`src/rtl/pump_pkg.sv`:
```
package pump_pkg;
    // Sender-side phases: ready, holding the drawn delay, acknowledging
    typedef enum logic [1:0] {
        TX_READY = 2'd0,
        TX_HOLD  = 2'd1,
        TX_ACK   = 2'd2
    } tx_state_e;
endpackage

```
`src/rtl/pump_fifo.sv`:
```
module pump_fifo #(
    parameter int DATA_W = 8,
    parameter int DEPTH  = 4
) (
    input  logic              clk,
    input  logic              rst_n,
    input  logic              wr_en,
    input  logic [DATA_W-1:0] wr_data,
    input  logic              rd_en,
    output logic [DATA_W-1:0] rd_data,
    output logic [$clog2(DEPTH+1)-1:0] level,
    output logic              full,
    output logic              empty
);
    localparam int PTR_W = (DEPTH > 1) ? $clog2(DEPTH) : 1;
    localparam int LVL_W = $clog2(DEPTH+1);

    typedef struct packed {
        logic [DEPTH-1:0][DATA_W-1:0] mem;
        logic [PTR_W-1:0]             wp;
        logic [PTR_W-1:0]             rp;
        logic [LVL_W-1:0]             lvl;
    } fifo_st_t;

    fifo_st_t st_d, st_q;

    function automatic logic [PTR_W-1:0] nxt(input logic [PTR_W-1:0] p);
        return (p == PTR_W'(DEPTH-1)) ? '0 : p + 1'b1;
    endfunction

    always_comb begin
        st_d = st_q;
        if (wr_en) begin
            st_d.mem[st_q.wp] = wr_data;
            st_d.wp = nxt(st_q.wp);
        end
        if (rd_en) begin
            st_d.rp = nxt(st_q.rp);
        end
        case ({wr_en, rd_en})
            2'b10:   st_d.lvl = st_q.lvl + 1'b1;
            2'b01:   st_d.lvl = st_q.lvl - 1'b1;
            default: st_d.lvl = st_q.lvl;
        endcase
    end

    always_ff @(posedge clk) begin
        if (!rst_n) begin
            st_q <= '0;
        end else begin
            st_q <= st_d;
        end
    end

    assign rd_data = st_q.mem[st_q.rp];
    assign level   = st_q.lvl;
    assign full    = (st_q.lvl == LVL_W'(DEPTH));
    assign empty   = (st_q.lvl == '0);
endmodule

```
`src/rtl/pump_delay_avg.sv`:
```
module pump_delay_avg #(
    parameter int WIN     = 4,
    parameter int DLY_W   = 5,
    parameter int DEF_DLY = 4
) (
    input  logic             clk,
    input  logic             rst_n,
    input  logic             rec_en,
    input  logic [DLY_W-1:0] rec_dly,
    output logic [DLY_W-1:0] avg
);
    localparam int LOG_WIN = (WIN > 1) ? $clog2(WIN) : 1;
    localparam int SUM_W   = DLY_W + LOG_WIN;

    typedef struct packed {
        logic [WIN-1:0][DLY_W-1:0] hist;
        logic [LOG_WIN-1:0]        ptr;
        logic [SUM_W-1:0]          sum;
    } avg_st_t;

    avg_st_t st_d, st_q, st_rst;

    always_comb begin
        for (int i = 0; i < WIN; i++) begin
            st_rst.hist[i] = DLY_W'(DEF_DLY);
        end
        st_rst.ptr = '0;
        st_rst.sum = SUM_W'(WIN * DEF_DLY);
    end

    always_comb begin
        st_d = st_q;
        if (rec_en) begin
            st_d.sum = st_q.sum - SUM_W'(st_q.hist[st_q.ptr]) + SUM_W'(rec_dly);
            st_d.hist[st_q.ptr] = rec_dly;
            st_d.ptr = (st_q.ptr == LOG_WIN'(WIN-1)) ? '0 : st_q.ptr + 1'b1;
        end
    end

    always_ff @(posedge clk) begin
        if (!rst_n) begin
            st_q <= st_rst;
        end else begin
            st_q <= st_d;
        end
    end

    assign avg = DLY_W'(st_q.sum >> $clog2(WIN));
endmodule

```
`src/rtl/pump_jitter.sv`:
```
module pump_jitter #(
    parameter int          DLY_W = 5,
    parameter logic [15:0] SEED  = 16'hACE1
) (
    input  logic             clk,
    input  logic             rst_n,
    input  logic             draw,
    input  logic [DLY_W-1:0] avg,
    output logic [DLY_W:0]   dly
);
    typedef struct packed {
        logic [15:0] lfsr;
    } jit_st_t;

    jit_st_t st_d, st_q;

    logic [DLY_W-1:0] half;
    logic [DLY_W-1:0] mask;
    logic [DLY_W-1:0] mag;

    always_comb begin
        half = avg >> 1;
        mask = '0;
        for (int k = 0; k <= DLY_W; k++) begin
            if (({DLY_W{1'b1}} >> (DLY_W - k)) <= half) begin
                mask = {DLY_W{1'b1}} >> (DLY_W - k);
            end
        end
        mag = st_q.lfsr[DLY_W:1] & mask;
        dly = st_q.lfsr[0] ? ({1'b0, avg} - {1'b0, mag})
                           : ({1'b0, avg} + {1'b0, mag});
    end

    always_comb begin
        st_d = st_q;
        if (draw) begin
            st_d.lfsr = {st_q.lfsr[14:0],
                         st_q.lfsr[15] ^ st_q.lfsr[13] ^ st_q.lfsr[12] ^ st_q.lfsr[10]};
        end
    end

    always_ff @(posedge clk) begin
        if (!rst_n) begin
            st_q.lfsr <= SEED;
        end else begin
            st_q <= st_d;
        end
    end
endmodule

```
`src/rtl/oneway_pump.sv`:
```
module oneway_pump #(
    parameter int          DATA_W  = 8,
    parameter int          DEPTH   = 4,
    parameter int          WIN     = 4,
    parameter int          DLY_W   = 5,
    parameter int          DEF_DLY = 4,
    parameter logic [15:0] SEED    = 16'hACE1
) (
    input  logic              clk,
    input  logic              rst_n,
    input  logic              lo_valid,
    input  logic [DATA_W-1:0] lo_data,
    output logic              lo_ack,
    output logic              hi_valid,
    output logic [DATA_W-1:0] hi_data,
    input  logic              hi_ack
);
    import pump_pkg::*;

    localparam int               LVL_W   = $clog2(DEPTH+1);
    localparam logic [DLY_W-1:0] CNT_MAX = {DLY_W{1'b1}};

    typedef struct packed {
        tx_state_e        tx;
        logic [DLY_W:0]   tmr;
        logic [DLY_W-1:0] wait_cnt;
    } top_st_t;

    top_st_t st_d, st_q;

    logic             take_word;
    logic             pop_word;
    logic             buf_full;
    logic             buf_empty;
    logic [LVL_W-1:0] fill_lvl;
    logic [DLY_W-1:0] win_avg;
    logic [DLY_W:0]   draw_dly;

    pump_fifo #(.DATA_W(DATA_W), .DEPTH(DEPTH)) u_buf (
        .clk(clk), .rst_n(rst_n),
        .wr_en(take_word), .wr_data(lo_data),
        .rd_en(pop_word), .rd_data(hi_data),
        .level(fill_lvl), .full(buf_full), .empty(buf_empty)
    );

    pump_delay_avg #(.WIN(WIN), .DLY_W(DLY_W), .DEF_DLY(DEF_DLY)) u_avg (
        .clk(clk), .rst_n(rst_n),
        .rec_en(pop_word), .rec_dly(st_q.wait_cnt),
        .avg(win_avg)
    );

    pump_jitter #(.DLY_W(DLY_W), .SEED(SEED)) u_jit (
        .clk(clk), .rst_n(rst_n),
        .draw(take_word), .avg(win_avg),
        .dly(draw_dly)
    );

    assign take_word = (st_q.tx == TX_READY) && lo_valid && !buf_full;
    assign pop_word  = !buf_empty && hi_ack;

    always_comb begin
        st_d = st_q;
        case (st_q.tx)
            TX_READY: begin
                if (take_word) begin
                    st_d.tx  = TX_HOLD;
                    st_d.tmr = draw_dly;
                end
            end
            TX_HOLD: begin
                if (st_q.tmr == '0) begin
                    st_d.tx = TX_ACK;
                end else begin
                    st_d.tmr = st_q.tmr - 1'b1;
                end
            end
            default: st_d.tx = TX_READY;
        endcase

        if (pop_word || buf_empty) begin
            st_d.wait_cnt = '0;
        end else if (st_q.wait_cnt != CNT_MAX) begin
            st_d.wait_cnt = st_q.wait_cnt + 1'b1;
        end
    end

    always_ff @(posedge clk) begin
        if (!rst_n) begin
            st_q.tx       <= TX_READY;
            st_q.tmr      <= '0;
            st_q.wait_cnt <= '0;
        end else begin
            st_q <= st_d;
        end
    end

    assign lo_ack   = (st_q.tx == TX_ACK);
    assign hi_valid = !buf_empty;
endmodule

```
`config.mk`:
```
export PLATFORM = sky130hd
export DESIGN_NAME = oneway_pump
export DESIGN_NICKNAME = d
export VERILOG_FILES = /design/src/rtl/pump_pkg.sv /design/src/rtl/pump_fifo.sv /design/src/rtl/pump_delay_avg.sv /design/src/rtl/pump_jitter.sv /design/src/rtl/oneway_pump.sv
export SDC_FILE = /design/constraint.sdc
export NUM_CORES = 1
export LEC_CHECK = 0
export BUFFER_PORTS_ARGS = -buffer_cell sky130_fd_sc_hd__buf_2
export CORE_ASPECT_RATIO = 1.2
export CORE_MARGIN = 5
export CORE_UTILIZATION = 50
export DETAILED_ROUTE_END_ITERATION = 10
export GPL_ROUTABILITY_DRIVEN = 1
export PLACE_DENSITY_LB_ADDON = 0.15
export SLEW_MARGIN = 20
export SYNTH_ARGS = -nofsm -noshare
export SYNTH_HDL_FRONTEND = slang
export SYNTH_SLANG_ARGS = --single-unit
```
`constraint.sdc`:
```
create_clock -name clk -period 3.15 [get_ports clk]
set_clock_uncertainty 0.1 [all_clocks]
set_input_delay 0.1575 -clock clk [delete_from_list [all_inputs] [get_ports clk]]
set_output_delay 0.1575 -clock clk [all_outputs]
set_load 0.1 [all_outputs]
```
* After elaboration in Yosys (flattened, before gate mapping) *
Index checks and enable logic that the tools add are counted.

word-level totals
  register bits = 97
  bits in latches = 0
  bits in writable memories = 0
  bits in read-only memories = 0
  bits of input ports = 12
  word-level logic and storage cells = 96
  memories kept = 0

operators by class
  $add $sub $neg = 11
  $mul = 0
  divide/modulo/power cells = 0
  order comparisons = 10
  equality and inequality tests = 12
  shifts and indexed selects = 0
  muxes and demuxes = 25
  bitwise gates (word level) = 5
  reductions and logical operators = 16

operators by type and width
  kind                                                                              number
  32-bit bitwise mux                                                                1
  5-bit 2-to-1 mux                                                                  6
  8-bit 2-to-1 mux                                                                  3
  20-bit bitwise mux                                                                1
  8-bit binary-select mux with 2-bit select                                         1
  8-bit demux with 2-bit select                                                     1
  6-bit 2-to-1 mux                                                                  2
  6-bit one-hot mux with 2 select lines                                             1
  5-bit binary-select mux with 2-bit select                                         1
  5-bit demux with 2-bit select                                                     1
  2-bit == test (second input constant)                                             5
  2-bit by 3-bit < comparator with 1-bit output (second input constant)             3
  2-bit 2-to-1 mux                                                                  4
  7-bit by 5-bit adder with 7-bit output                                            1
  7-bit by 5-bit subtractor with 7-bit output                                       1
  2-bit by 1-bit adder with 2-bit output (second input constant)                    3
  5-bit by 5-bit adder with 6-bit output                                            1
  6-bit zero test                                                                   1
  3-bit one-hot mux with 2 select lines                                             1
  5-bit by 5-bit subtractor with 6-bit output                                       1
  6-bit by 1-bit subtractor with 6-bit output (second input constant)               1
  5-bit by 1-bit adder with 5-bit output (second input constant)                    1
  5-bit AND                                                                         1
  5-bit by 4-bit less-or-equal comparator with 1-bit output (first input constant)  1
  25 further kinds                                                                  36

* Logic depth before layout (Yosys ltp) *
  word-level depth = 11
  gate-level depth with buffers = 13
  depth with buffers taken out = 13

* Hierarchy *
From an unflattened synthesis, not the netlist that was laid out.

unflattened totals
  cells, all modules = 561
  area, all modules = 5183.7 um^2

by module, submodules not included
  module          times used  cells each  area each (um^2)  seq. area each (um^2)
  pump_fifo       1           198         1864.3            780.7
  pump_delay_avg  1           189         1690.4            580.6
  pump_jitter     1           97          929.6             320.3
  oneway_pump     1           77          699.4             260.2

* Worst setup path before layout *
Ideal clock, no wire load.

  path type = register to register
  start = register u_avg.st_q[7] (netlist bit)
  end = register u_avg.st_q, in the netlist u_avg.avg[4]
  data arrival time = 3.019 ns
  data required time = 2.928 ns
  path slack = -0.090 ns
  stages on the path, launching flop included = 11
  path through = dfxtp_1 > clkbuf_1 > mux4_2 > fa_1 > inv_1 > ha_1 > nor2b_1 > o21ai_1 > a21oi_1 > o31a_1 > o311a_1

between the ends
  cells in the longest elaborated chain, start to end = 4

RTL lines
  element                                      RTL line              source
  start: declaration                           pump_delay_avg.sv:21  avg_st_t st_d, st_q, st_rst;
  start signal: assignment                     pump_delay_avg.sv:42  st_q <= st_rst;
  start signal: assignment                     pump_delay_avg.sv:44  st_q <= st_d;
  5-bit binary-select mux with 2-bit select    pump_delay_avg.sv:34  st_d.sum = st_q.sum - SUM_W'(st_q.hist[st_q.ptr]) + SUM_W'(rec_dly);
  5-bit 2-to-1 mux (implied by the code)       pump_delay_avg.sv:34
  7-bit by 5-bit subtractor with 7-bit output  pump_delay_avg.sv:34
  7-bit by 5-bit adder with 7-bit output       pump_delay_avg.sv:34

Every way passes these cells. The select of a mux whose other input is x is not followed.
A chain may end at the register's enable or synchronous reset.

* Worst setup path in the final report *
Same ends and word-level chain as after synthesis.

==> impl_metrics.env <==
export IMPL_vias_per_cell=5.56
export IMPL_slew_headroom=0.557
export IMPL_crit_end="u_avg.avg[4]"
export IMPL_crit_buf_inv=1
export IMPL_io_pins=22
export IMPL_rr_startpoint="u_avg.st_q[7]"
export IMPL_ys_seq_elements=97
export IMPL_htreeDepth=3
export IMPL_path_cells="mux4_2, fa_1, inv_1, ha_1, nor2b_1, o21ai_1, a21oi_2, o31a_1, o311a_1"
export IMPL_rrSetupSlack_ps=180
export IMPL_wl_per_cell_um=14.6
export IMPL_dieArea_sq_mm=0.0119
export IMPL_rsz0062_at_grt="false"
export IMPL_synth_edff_count=0
export IMPL_nets=645
export IMPL_cts_setup_buffers=0
export IMPL_hold_viol_final=0
export IMPL_synth_warnings=0
export IMPL_peakVddDrop_mv=0.328
export IMPL_crit_start="u_avg.st_q[7]"
export IMPL_clock_sinks=97
export IMPL_grt_overflow=0
export IMPL_path_delay_family="compound AO/OA/AOI/OAI gates"
export IMPL_drtIter0Drc=204
export IMPL_final_util=0.571
export IMPL_antenna_cells=0
export IMPL_worst_slew_pin_slew_ps=663
export IMPL_antenna_left=0
export IMPL_syn_nets=630
export IMPL_wirelength_um=10600
export IMPL_power_density_mw_per_mm2=872
export IMPL_dr_pass1_iters=4
export IMPL_final_common_cell="nand2_1"
export IMPL_power_w=0.00476
export IMPL_antenna_found_initial=0
export IMPL_cp_max_fo=3
export IMPL_grt_pass1_wl_um=18200
export IMPL_rows=39
export IMPL_status="completed"
export IMPL_cp_depth=9
export IMPL_setup_tns_ps=0
export IMPL_synth_async_reset_ratio=0
export IMPL_placed_cell_area_sq_mm=0.00509
export IMPL_cp_end_kind="register"
export IMPL_grt_start_max_net_pins=55
export IMPL_fin_area_sq_mm=0.00546
export IMPL_p_leak_nw=2.10
export IMPL_tritoncts="yes"
export IMPL_path_clk_slew_ps=70
export IMPL_fin_crit_ps=2970
export IMPL_synthDistinctLibCells=50
export IMPL_n_fill_cell=895
export IMPL_drv_slew=0
export IMPL_reg2reg_to="u_avg.avg[4]"
export IMPL_cts_root_buffer="clkbuf_16"
export IMPL_max_stage_delay_ps=510
export IMPL_start_kind="register"
export IMPL_track_usage=0.187
export IMPL_place_gp_congestion=0.814
export IMPL_arrival_ps=3100
export IMPL_clk_latency_ps=340
export IMPL_portBuffers=21
export IMPL_postSynthAreaPerCell_sq_um=8.45
export IMPL_multiInputGateArea_sq_mm=0.00269
export IMPL_die_h_um=119
export IMPL_route_detailed_drc=0
export IMPL_synth_flop_cell="dfxtp_1"
export IMPL_cap_violations=0
export IMPL_grt_pass1_vias=3824
export IMPL_cts_inserted_buffers=9
export IMPL_final_seq_area_sq_mm=0.00194
export IMPL_seq_area_frac_synth=0.395
export IMPL_vias=4029
export IMPL_final_layout_size_suffix_gt1_frac=0.121
export IMPL_fin_crit_sh=0.943
export IMPL_start_util=0.514
export IMPL_crit_path_top_delay_cell="mux4_2"
export IMPL_die_x_um=101
export IMPL_reg2reg_depth=9
export IMPL_core_area_sq_mm=0.00956
export IMPL_netlist_instances=582
export IMPL_cp_required_ps=3280
export IMPL_setup_violations=0
export IMPL_worstSetupPathType="register to register"
export IMPL_fmax_mhz=337
export IMPL_syn_cell_area_sq_mm=0.00492
export IMPL_hold_class="input pin to register"
export IMPL_cts_buffer_depth=2
export IMPL_dp_hpwl_um=7490
export IMPL_final_cell_mix="109 x nand2_1, 95 x dfxtp_1, 76 x a21oi_1"
export IMPL_synthToLayoutAreaGrowth_pct=11.0
==> state kept, by name, indices dropped and copies added (netlist names) <==
name         count
u_avg.st_q      24
u_jit.st_q      16
u_buf.level      3
u_avg.avg        5
st_q            13
u_buf.st_q      36
==> Yosys cell counts, types with 3 or more instances <==
library cell / count / area [sq um]
ha_1: 29 / 363
xor2_1: 6 / 52.6
a21oi_1: 77 / 385
nand2b_1: 3 / 18.8
mux4_2: 13 / 293
o211ai_1: 7 / 52.6
nand4b_1: 3 / 26.3
o21ai_0: 9 / 45.0
buf_6: 3 / 33.8
fa_1: 7 / 140
nor2b_1: 7 / 43.8
a21o_1: 3 / 22.5
a211oi_1: 3 / 22.5
nor3_1: 5 / 25.0
buf_2: 6 / 30.0
nand2_1: 109 / 409
clkbuf_1: 15 / 56.3
nand2_2: 5 / 31.3
and3_1: 3 / 18.8
inv_1: 37 / 139
buf_1: 8 / 30.0
nand3_1: 56 / 280
nor2_1: 27 / 101
xnor2_1: 10 / 87.6
dfxtp_1: 97 / 1940
==> worst register-to-register path: stages (launching register included) <==
cell	delay, ps
dfxtp_2	350
mux4_2	510
fa_1	490
inv_1	40
ha_1	320
nor2b_1	150
o21ai_1	210
a21oi_2	100
o31a_1	280
o311a_1	320
==> per-stage QoR <==
stage / hold slack [ps] / std cells / setup WS, ps
6_report: 17.9 / 724 / 180
5_1_grt: 35.9 / 724 / 16.3
4_1_cts: 1.01 / 724 / 103
2_1_floorplan: 205 / 582 / 70.1
3_5_place_dp: 345 / 702 / 125
3_3_place_gp: 339 / 702 / 186
==> how the worst min path moves through the flow <==
stage	from	endpoint	slack [ps]	cells after the start
after floorplan	lo_data[3]	u_buf.st_q[10]	200	2
after global placement	u_buf.st_q[19]	u_buf.st_q[19]	340	2
after detailed placement	u_buf.st_q[24]	u_buf.st_q[24]	350	2
after CTS	lo_data[1]	u_buf.st_q[8]	1	3
after global routing	lo_data[1]	u_buf.st_q[32]	40	3
final	lo_data[1]	u_buf.st_q[8]	20	3
==> cell families (layout without fill, tap and decap cells) <==
| kind of cell | Yosys count | in the layout | share of synthesized area |
|---|---|---|---|
| simple gates | 228 | 228 | 0.208 |
| compound gates | 119 | 119 | 0.143 |
| flops | 97 | 97 | 0.395 |
| buf+inv | 71 | 90 | 0.0605 |
| fa+ha+maj | 36 | 36 | 0.102 |
| xor+xnor | 16 | 16 | 0.0285 |
| mux | 15 | 15 | 0.0636 |
==> report_power, final <==
part           leakage (nW)  internal [W]  total, W  switching (W)
clock                 0.140      0.000619   0.00109       0.000469
combinational          1.17      0.000750   0.00204        0.00129
sequential            0.790       0.00143   0.00163       0.000198
==> repair_timing <==
action / 4_1_cts / 5_1_grt
setup endpoints to repair: 0 / 3
resized for setup: 0 / 3
hold buffers: 7 / 0
hold endpoints to repair: 20 / 0
==> final cells by class <==
cell class              instances  area share
repair buffers                 36      0.0431
clock buffers                  10      0.0419
clock inverters                 5      0.0117
well taps                     123      0.0282
flip-flops and latches         97       0.356
multi-input cells             414       0.492
inverters                      39      0.0270
==> layer usage <==
| metal | wire, um | GRT usage | up-vias | part of all wire |
|---|---|---|---|---|
| met5 | 0 | 0 | - | 0 |
| met4 | 214 | 0.0792 | 0 | 0.020 |
| met3 | 239 | 0.0224 | 15 | 0.023 |
| met2 | 5630 | 0.320 | 51 | 0.53 |
| met1 | 4510 | 0.236 | 1947 | 0.43 |
| li1 | - | - | 2016 | - |
No activity file was read; power rests on OpenSTA's default activity.
